### config.mk
export PLATFORM = sky130hd
export DESIGN_NAME = dsr_top
export DESIGN_NICKNAME = d
export VERILOG_FILES = /design/src/rtl/dsr_pkg.sv /design/src/rtl/dsr_bitrec.sv /design/src/rtl/dsr_chardec.sv /design/src/rtl/dsr_fifo.sv /design/src/rtl/dsr_credit.sv /design/src/rtl/dsr_top.sv
export SDC_FILE = /design/constraint.sdc
export NUM_CORES = 1
export LEC_CHECK = 0
export BUFFER_PORTS_ARGS = -buffer_cell sky130_fd_sc_hd__clkbuf_2
export CAP_MARGIN = 10
export CORE_MARGIN = 2
export CORE_UTILIZATION = 35
export DETAILED_ROUTE_END_ITERATION = 8
export PLACE_DENSITY = 0.49
export REMOVE_ABC_BUFFERS = 1
export SETUP_SLACK_MARGIN = 0.3
export SYNTH_ARGS = -nofsm -noshare
export SYNTH_HDL_FRONTEND = slang
export SYNTH_SLANG_ARGS = --single-unit
### constraint.sdc
create_clock -name clk -period 4.2 [get_ports clk]
set_input_delay 0.21 -clock clk [delete_from_list [all_inputs] [get_ports clk]]
set_output_delay 0.21 -clock clk [all_outputs]
set_load 0.05 [all_outputs]
### src/rtl/dsr_pkg.sv
package dsr_pkg;
  typedef enum logic [1:0] {
    CC_FCT  = 2'd0,
    CC_EOP  = 2'd1,
    CC_EEOP = 2'd2,
    CC_ESC  = 2'd3
  } ctrl_code_e;

  localparam int CHUNK    = 8;   // characters of credit per token
  localparam int DATA_LEN = 10;  // parity + flag + 8 payload bits
  localparam int CTRL_LEN = 4;   // parity + flag + 2 payload bits
  localparam logic [8:0] MARK_EOP  = 9'h100;
  localparam logic [8:0] MARK_EEOP = 9'h101;
endpackage

### src/rtl/dsr_bitrec.sv
module dsr_bitrec (
  input  logic clk,
  input  logic rst_n,
  input  logic line_d,
  input  logic line_s,
  output logic bit_vld,
  output logic bit_val
);
  logic x_q;

  always_ff @(posedge clk) begin
    if (!rst_n) begin
      x_q     <= 1'b0;
      bit_vld <= 1'b0;
      bit_val <= 1'b0;
    end else begin
      x_q     <= line_d ^ line_s;
      bit_vld <= (line_d ^ line_s) != x_q;
      bit_val <= line_d;
    end
  end
endmodule

### src/rtl/dsr_chardec.sv
module dsr_chardec
  import dsr_pkg::*;
(
  input  logic       clk,
  input  logic       rst_n,
  input  logic       bit_vld,
  input  logic       bit_val,
  output logic       ev_wr,
  output logic [8:0] ev_data,
  output logic       ev_fct,
  output logic       par_err,
  output logic       esc_err
);
  localparam logic [6:0] NULL_PAT = 7'b1110100;

  logic       aligned, par_q, flag_q, px, esc_pend, last;
  logic [5:0] hunt;
  logic [3:0] cnt, idx;
  logic [7:0] pay, pay_n;
  ctrl_code_e code;

  assign idx  = cnt - 4'd2;
  assign last = flag_q ? (cnt == 4'(CTRL_LEN - 1)) : (cnt == 4'(DATA_LEN - 1));
  assign code = ctrl_code_e'(pay_n[1:0]);

  always_comb begin
    pay_n = pay;
    pay_n[idx[2:0]] = bit_val;
  end

  always_ff @(posedge clk) begin
    if (!rst_n) begin
      aligned  <= 1'b0;
      hunt     <= '0;
      cnt      <= '0;
      par_q    <= 1'b0;
      flag_q   <= 1'b0;
      px       <= 1'b0;
      esc_pend <= 1'b0;
      pay      <= '0;
      ev_wr    <= 1'b0;
      ev_data  <= '0;
      ev_fct   <= 1'b0;
      par_err  <= 1'b0;
      esc_err  <= 1'b0;
    end else begin
      ev_wr  <= 1'b0;
      ev_fct <= 1'b0;
      if (bit_vld && !par_err) begin
        if (!aligned) begin
          hunt <= {hunt[4:0], bit_val};
          if ({hunt, bit_val} == NULL_PAT) begin
            aligned  <= 1'b1;
            cnt      <= '0;
            px       <= 1'b0;
            esc_pend <= 1'b0;
          end
        end else if (cnt == 4'd0) begin
          par_q <= bit_val;
          cnt   <= 4'd1;
        end else if (cnt == 4'd1) begin
          if ((px ^ par_q ^ bit_val) == 1'b0) par_err <= 1'b1;
          flag_q <= bit_val;
          cnt    <= 4'd2;
        end else begin
          pay <= pay_n;
          cnt <= last ? 4'd0 : cnt + 4'd1;
          if (last) begin
            if (flag_q) begin
              px <= ^pay_n[1:0];
              if (esc_pend) begin
                esc_pend <= 1'b0;
                if (code != CC_FCT) esc_err <= 1'b1;
              end else begin
                case (code)
                  CC_FCT:  ev_fct <= 1'b1;
                  CC_EOP:  begin ev_wr <= 1'b1; ev_data <= MARK_EOP;  end
                  CC_EEOP: begin ev_wr <= 1'b1; ev_data <= MARK_EEOP; end
                  default: esc_pend <= 1'b1;
                endcase
              end
            end else begin
              px <= ^pay_n;
              if (esc_pend) begin
                esc_pend <= 1'b0;
              end else begin
                ev_wr   <= 1'b1;
                ev_data <= {1'b0, pay_n};
              end
            end
          end
        end
      end
    end
  end
endmodule

### src/rtl/dsr_fifo.sv
module dsr_fifo #(
  parameter int W     = 9,
  parameter int DEPTH = 64
) (
  input  logic                         clk,
  input  logic                         rst_n,
  input  logic                         wr_en,
  input  logic [W-1:0]                 wr_data,
  output logic                         rd_valid,
  input  logic                         rd_ready,
  output logic [W-1:0]                 rd_data,
  output logic [$clog2(DEPTH+1)-1:0]   free,
  output logic                         full
);
  localparam int AW = $clog2(DEPTH);
  localparam int FW = $clog2(DEPTH + 1);

  logic [W-1:0]  mem [DEPTH];
  logic [AW-1:0] wptr, rptr;
  logic [FW-1:0] count;
  logic          do_wr, do_rd;

  assign rd_valid = count != '0;
  assign full     = count == FW'(DEPTH);
  assign free     = FW'(DEPTH) - count;
  assign rd_data  = mem[rptr];
  assign do_wr    = wr_en && !full;
  assign do_rd    = rd_valid && rd_ready;

  always_ff @(posedge clk) begin
    if (do_wr) mem[wptr] <= wr_data;
  end

  always_ff @(posedge clk) begin
    if (!rst_n) begin
      wptr  <= '0;
      rptr  <= '0;
      count <= '0;
    end else begin
      if (do_wr) wptr <= wptr + AW'(1);
      if (do_rd) rptr <= rptr + AW'(1);
      count <= count + (do_wr ? FW'(1) : '0) - (do_rd ? FW'(1) : '0);
    end
  end
endmodule

### src/rtl/dsr_credit.sv
module dsr_credit
  import dsr_pkg::*;
#(
  parameter int DEPTH      = 64,
  parameter int CREDIT_MAX = 56
) (
  input  logic                                clk,
  input  logic                                rst_n,
  input  logic                                nchar,
  input  logic                                grant,
  input  logic [$clog2(DEPTH+1)-1:0]          free,
  output logic                                fct_req,
  output logic                                accept,
  output logic                                crd_err,
  output logic [$clog2(CREDIT_MAX+1)-1:0]     credit_q
);
  localparam int FW = $clog2(DEPTH + 1);
  localparam int CW = $clog2(CREDIT_MAX + 1);
  localparam int SW = ((FW > CW) ? FW : CW) + 1;

  logic [SW-1:0] need;
  logic          take;

  assign need    = SW'(credit_q) + SW'(CHUNK);
  assign fct_req = (SW'(free) >= need) && (credit_q <= CW'(CREDIT_MAX - CHUNK));
  assign take    = grant && fct_req;
  assign accept  = nchar && (credit_q != '0);

  always_ff @(posedge clk) begin
    if (!rst_n) begin
      credit_q <= '0;
      crd_err  <= 1'b0;
    end else begin
      credit_q <= credit_q + (take ? CW'(CHUNK) : '0) - (accept ? CW'(1) : '0);
      if (nchar && credit_q == '0) crd_err <= 1'b1;
    end
  end
endmodule

### src/rtl/dsr_top.sv
module dsr_top #(
  parameter int FIFO_DEPTH = 64,
  parameter int CREDIT_MAX = 56
) (
  input  logic       clk,
  input  logic       rst_n,
  input  logic       ds_d,
  input  logic       ds_s,
  output logic       rx_valid,
  input  logic       rx_ready,
  output logic [8:0] rx_data,
  output logic       fct_rx,
  output logic       fct_req,
  input  logic       fct_sent,
  output logic       parity_err,
  output logic       escape_err,
  output logic       credit_err
);
  localparam int FW = $clog2(FIFO_DEPTH + 1);
  localparam int CW = $clog2(CREDIT_MAX + 1);

  logic          bit_vld, bit_val, ev_wr, fifo_wr, fifo_full;
  logic [8:0]    ev_data;
  logic [FW-1:0] fifo_free;
  logic [CW-1:0] credit_q;

  dsr_bitrec u_bitrec (
    .clk(clk), .rst_n(rst_n), .line_d(ds_d), .line_s(ds_s),
    .bit_vld(bit_vld), .bit_val(bit_val)
  );

  dsr_chardec u_dec (
    .clk(clk), .rst_n(rst_n), .bit_vld(bit_vld), .bit_val(bit_val),
    .ev_wr(ev_wr), .ev_data(ev_data), .ev_fct(fct_rx),
    .par_err(parity_err), .esc_err(escape_err)
  );

  dsr_credit #(.DEPTH(FIFO_DEPTH), .CREDIT_MAX(CREDIT_MAX)) u_credit (
    .clk(clk), .rst_n(rst_n), .nchar(ev_wr), .grant(fct_sent),
    .free(fifo_free), .fct_req(fct_req), .accept(fifo_wr),
    .crd_err(credit_err), .credit_q(credit_q)
  );

  dsr_fifo #(.W(9), .DEPTH(FIFO_DEPTH)) u_fifo (
    .clk(clk), .rst_n(rst_n), .wr_en(fifo_wr), .wr_data(ev_data),
    .rd_valid(rx_valid), .rd_ready(rx_ready), .rd_data(rx_data),
    .free(fifo_free), .full(fifo_full)
  );
endmodule

# ---- Word level (Yosys, flattened, before mapping)
# Memory sizes are Yosys's and may differ from the RTL's. A register that Yosys moved wholly into a read port is not among the register bits.
# Index checks and enable logic that the tools add are counted.
# Widths: inputs -> output; s select.
dict set report op_classes {
  add_sub_neg 10
  reduce_logical 32
  n_mux 41
  bitwise 12
  n_eq_ne 12
  n_lt_le_gt_ge 4
}
# cell count
set op_table {}
lappend op_table {{$mux 1} 27}
lappend op_table {{$mux 9} 3}
lappend op_table {{$mux 4} 6}
lappend op_table {{$pmux 9 s2} 1}
lappend op_table {{$eq 7x7->1 const B} 2}
lappend op_table {{$add 6x1->6 const B} 2}
lappend op_table {{$mux 6} 2}
lappend op_table {{$reduce_and 5->1} 2}
lappend op_table {{$not 1->1} 9}
lappend op_table {{$bwmux 8} 1}
lappend op_table {{$ge 7x8->1} 1}
lappend op_table {{$logic_and 1x1->1} 8}
lappend op_table {{$reduce_and 4->1} 2}
lappend op_table {{$reduce_and 8->1} 1}
lappend op_table {{$reduce_or 8->1} 1}
lappend op_table {{$reduce_xor 8->1} 1}
lappend op_table {{$add 6x4->7 const B} 1}
lappend op_table {{$add 7x7->7} 1}
lappend op_table {{$reduce_and 7->1} 1}
lappend op_table {{$reduce_bool 7->1} 1}
lappend op_table {{$sub 7x7->7} 1}
lappend op_table {{$sub 7x7->7 const A} 1}
lappend op_table {{$add 6x6->6} 1}
lappend op_table {{$le 6x6->1 const B} 1}
lappend op_table {{27 further kinds} 34}
dict set report word_totals {
  wordCells 133
  output_inout_bits 15
  memories 1
  mem_bits_rw 576
  ff_bits 65
}
# memory words width rd rd_clocked_by_memory_dff write_ports line
set mem_list {}
lappend mem_list {u_fifo.mem 64 9 1 1 1 dsr_fifo.sv:18} ;# logic [W-1:0] mem [DEPTH];

# ---- Logic depth before layout (Yosys ltp)
dict set report depth {
  depth_word 15
  mapped_depth 18
}

# ---- By module
# A second synthesis with hierarchy kept.
dict set report hier_totals {
  cells_unflattened 1451
  hier_area_um2 26322.7
}
# module area_each_um2 seq_area_each_um2 instances cells_per_inst
set by_module_without_submodules {}
lappend by_module_without_submodules {dsr_fifo 23595.1 17797.1 1 1146}
lappend by_module_without_submodules {dsr_chardec 2015.7 720.7 1 230}
lappend by_module_without_submodules {dsr_credit 609.3 140.1 1 66}
lappend by_module_without_submodules {dsr_bitrec 102.6 60.1 1 9}

# ---- Worst setup path after synthesis
# Ideal clock, no wire load.
dict set report synth_path {
  path_kind {register -> register}
  start {register u_fifo.count[1]}
  end {register u_fifo.count[6]}
  n_path_buf 1
  required_time_ps 4085
  stages_incl_launch_ff 19
  setup_time_ps 115
  t_arrival_ps 3109
  path_slack_ps 976
  path_cell_list {dfxtp_1 -> inv_1 -> ha_1 -> nand3_1 -> or2_2 -> and2_1 -> clkbuf_1 -> ha_1 -> inv_1 -> ha_1 -> inv_1 -> fa_1 -> o21bai_1 -> a21oi_1 -> nor2_1 -> nor2_1 -> o21bai_1 -> xnor2_1 -> and2_1}
}
# element line
set synth_lines {}
lappend synth_lines {{from (decl)} dsr_fifo.sv:20} ;# logic [FW-1:0] count;
lappend synth_lines {{from (signal assigned)} dsr_fifo.sv:42} ;# count <= count + (do_wr ? FW'(1) : '0) - (do_rd ? FW'(1) : '0);
lappend synth_lines {{$reduce_bool 7->1} dsr_fifo.sv:23} ;# assign rd_valid = count != '0;
lappend synth_lines {{via rx_valid} dsr_top.sv:9} ;# output logic rx_valid,
lappend synth_lines {{$logic_and 1x1->1} dsr_fifo.sv:28} ;# assign do_rd = rd_valid && rd_ready;
lappend synth_lines {{via u_fifo.do_rd} dsr_fifo.sv:21} ;# logic do_wr, do_rd;
lappend synth_lines {{$mux 1} dsr_fifo.sv:42}
lappend synth_lines {{$sub 7x7->7} dsr_fifo.sv:42}
# The timed path passes the listed nets, and every way through them passes these cells.
# A chain may end at the register's enable or synchronous reset.

==> results.sh <==
export IMPL_dp_hpwl_um=37000
export IMPL_finalInstanceArea_mm2=0.0303
export IMPL_nets=1509
export IMPL_port_buffers=20
export IMPL_antenna_cells=0
export IMPL_postSynthAreaPerCell_um2=19.5
export IMPL_die_y_um=276
export IMPL_drt_total_wl_um=59800
export IMPL_ctsResizeCount=0
export IMPL_syn_to_final_growth_pct=16.5
export IMPL_gr_usage_all_layers=0.157
export IMPL_vias=12600
export IMPL_via_per_inst=5.07
export IMPL_drive_gt1_frac=0.284
export IMPL_ys_warn_count=0
export IMPL_antenna_found_initial=0
export IMPL_initial_core_util=0.355
export IMPL_htree_levels=3
export IMPL_p_leak_uw=0.00984
export IMPL_place_inst=2347
export IMPL_ios=21
export IMPL_cts_sinks=647
export IMPL_die_area_mm2=0.0764
export IMPL_firstDrtPassIters=5
export IMPL_grt_pass1_vias=12900
export IMPL_hold_viol_final=0
export IMPL_worst_clock_skew_ns=0.0245
export IMPL_overflow=0
export IMPL_gp_congestion=0.746
export IMPL_cp_data_required_time_ns=3.99
export IMPL_maxSlewHeadroom=0.322
export IMPL_synth_top_family_by_area="multiplexers"
export IMPL_power_density_mw_per_mm2=536
export IMPL_fin_crit_sh=0.880
export IMPL_synth_compound_area_frac=0.0200
export IMPL_crit_path_frequent_cell="mux4_2"
export IMPL_synth_xor_area_frac=0.0108
export IMPL_cp_top_family="multiplexers"
export IMPL_status="finished clean"
export IMPL_m1WireLength_um=27300
export IMPL_slowest_delay_ns=0.64
export IMPL_path_buf_inv=3
export IMPL_crit_type="reg2out"
export IMPL_hold_path_class="in2reg"
export IMPL_antenna_left=0
export IMPL_crit_chain="buf_12 -> buf_4 -> mux4_2 -> mux4_2 -> mux4_2 -> clkbuf_2"
export IMPL_yosys_area_share_simple=0.0438
export IMPL_drv_slew=0
export IMPL_cts_tree="yes"
export IMPL_cts_buffer_depth=3
export IMPL_synth_edff_count=576
export IMPL_syn_area_mm2=0.0260
export IMPL_ys_ff_latch=647
export IMPL_layoutNonFillerInstCount=2482
export IMPL_clk_latency_ns=0.62
export IMPL_synth_cells=1333
export IMPL_synth_cell_types=45
export IMPL_place_area_mm2=0.0278
export IMPL_synth_async_reset_ratio=0
export IMPL_die_x_um=276
export IMPL_fmax_mhz=270
export IMPL_critPathArrivalTime_ns=3.49
export IMPL_coreArea_mm2=0.0732
export IMPL_max_cap_violations=0
export IMPL_rows=99
export IMPL_muxShareOfSynthArea=0.169
export IMPL_met3_length_um=2590
export IMPL_cp_slowest_cell="dfxtp_4"
export IMPL_timing_hold_ws_ns=0.223
export IMPL_rsz0062_at_grt="false"
export IMPL_crit_path_end_kind="primary output"
export IMPL_grt_max_degree=66
export IMPL_drtIter0Drc=1069
export IMPL_top_layer="met4"
export IMPL_synth_flop_cell="edfxtp_1"
export IMPL_root_buffer="clkbuf_16"
export IMPL_num_fill_cells=6440
export IMPL_yosysSeqAreaShare=0.721
export IMPL_drc_errors=0
export IMPL_cts_inserted_buffers=71
export IMPL_start_kind="flip-flop"
export IMPL_grt_pass1_wl_um=87900
export IMPL_synthAdderAreaFrac=0.0189
export IMPL_worstPathMaxFanout=29
export IMPL_min_period_ns=3.70
export IMPL_power_uw=16200
export IMPL_worst_pin_slew_ns=1.01
export IMPL_setup_viol=0
export IMPL_irDropWorstVdd_mv=0.430
export IMPL_wl_per_cell_um=24.1
export IMPL_path_clk_slew_ns=0.06
export IMPL_wl_met2_um=28800
[timing repair]
item,4_1_cts,5_1_grt
hold buffers,2,0
endpoints found under the hold margin,2,0
endpoints found under the setup margin,3,0
buffers inserted,2,0
[power breakdown]
group | total [µW] | internal (µW) | switching [µW]
clock network | 6340 | 3770 | 2570
registers | 7050 | 6960 | 90.6
logic | 2840 | 1410 | 1430
total | 16200 | 12100 | 4080
[per-layer routing]
layer,GRT usage,vias up
met5,0,-
met4,0.0408,0
met3,0.0288,95
met2,0.254,249
met1,0.219,6633
li1,-,5611
[Yosys cell counts (2+ instances only)]
cell type	number	share of area
edfxtp_1	576	0.67
mux4_2	183	0.16
nor2_1	87	0.013
dfxtp_1	71	0.055
nand2_1	45	0.0065
clkbuf_1	37	0.0053
ha_1	36	0.017
nor2b_1	31	0.0075
and2_1	26	0.0063
inv_1	26	0.0038
mux2i_1	26	0.010
a21oi_1	20	0.0039
xnor2_1	20	0.0067
buf_2	14	0.0027
o21ai_0	14	0.0027
xor2_1	12	0.0040
a21boi_0	11	0.0032
buf_6	9	0.0039
nand3_1	8	0.0015
o211a_1	8	0.0031
buf_1	7	0.0010
nand4_1	7	0.0017
nor3_1	7	0.0013
a211oi_1	6	0.0017
o21a_1	6	0.0017
nand3b_1	5	0.0014
nor3b_1	5	0.0014
a21o_1	4	0.0012
o21bai_1	3	0.00087
or3_1	3	0.00072
a31oi_1	2	0.00048
buf_4	2	0.00058
fa_1	2	0.0015
nand2b_1	2	0.00048
or2_2	2	0.00048
[through the flow]
| stage | util | setup slack (ns) | TNS (ns) |
|---|---|---|---|
| 2_1_floorplan | - | -3.79 | -33.83 |
| 6_report | 0.413 | 0.502 | 0 |
| 4_1_cts | 0.413 | 0.417 | 0 |
| 5_1_grt | 0.413 | 0.334 | 0 |
| 3_3_place_gp | 0.380 | 0.892 | 0 |
| 3_5_place_dp | 0.380 | 0.869 | 0 |
[worst register-to-register path: stages (launching register included)]
cell and delay, ns:
dfxtp_1 0.34, inv_1 0.11, ha_1 0.24, nand3_1 0.12, or2_2 0.31, and2_1 0.27, ha_1 0.31, inv_1 0.06
ha_1 0.18, inv_1 0.07, fa_1 0.42, o21bai_1 0.15, a21oi_1 0.12, nor2_1 0.10, nor2_1 0.05, o21bai_1 0.15
xnor2_1 0.09, and2_1 0.15
[sequential cells by signal (all words and copies together) (netlist names), 4 cells and up, named ones only]
| name | flops |
|---|---|
| u_fifo.mem | 576 |
| u_dec.ev_data | 9 |
| u_dec.pay | 8 |
| u_fifo.count | 7 |
| u_credit.credit_q | 6 |
| u_dec.hunt | 6 |
| u_fifo.rptr | 6 |
| u_fifo.wptr | 6 |
| u_dec.cnt | 4 |
[placed cells by master, fill, tap and decap left out, types with 4 or more instances in the layout]
cell type    n
edfxtp_1   576
mux4_2     183
buf_4       97
nor2_1      87
clkbuf_16   71
dfxtp_1     58
nand2_1     45
ha_1        36
nor2b_1     31
and2_1      26
inv_1       26
mux2i_1     26
xnor2_1     20
a21oi_1     20
clkbuf_2    20
o21ai_0     14
clkinv_1    13
xor2_1      12
clkbuf_1    12
clkinv_2    12
a21boi_0    11
dfxtp_2     11
bufinv_16   10
buf_12       9
nand3_1      8
o211a_1      8
nand4_1      7
nor3_1       6
a211oi_1     6
o21a_1       6
inv_6        6
nand3b_1     5
nor3b_1      5
a21o_1       4
[layout make-up]
cell class	instances	area, µm²	share of cell area
multi-input cells	591	6820	0.225
inverters	26	97.6	0.00323
clock buffers	84	1840	0.0607
repair buffers	128	1030	0.0340
clock inverters	47	537	0.0177
flip-flops and latches	647	18700	0.619
well taps	959	1200	0.0397
[path summary, 6_finish.rpt]
path	startpoint	endpoint	slack (ns)	cells past startpoint
setup reg to reg	u_fifo.count[1]	u_fifo.count[6]	0.85	17
hold / removal	rx_ready	flip-flop	0.22	4
setup / recovery	flip-flop	rx_data[6]	0.50	6
hold reg to reg	u_dec.esc_err	u_dec.esc_err	0.47	1
[cell families after synthesis]
| kind of cell | after synthesis |
|---|---|
| fa+ha+maj | 38 |
| compound gates | 78 |
| simple gates | 234 |
| mux | 209 |
| buf+inv | 95 |
| flops | 647 |
| xor+xnor | 32 |
Note: power is estimated with default switching activity, not from simulation.
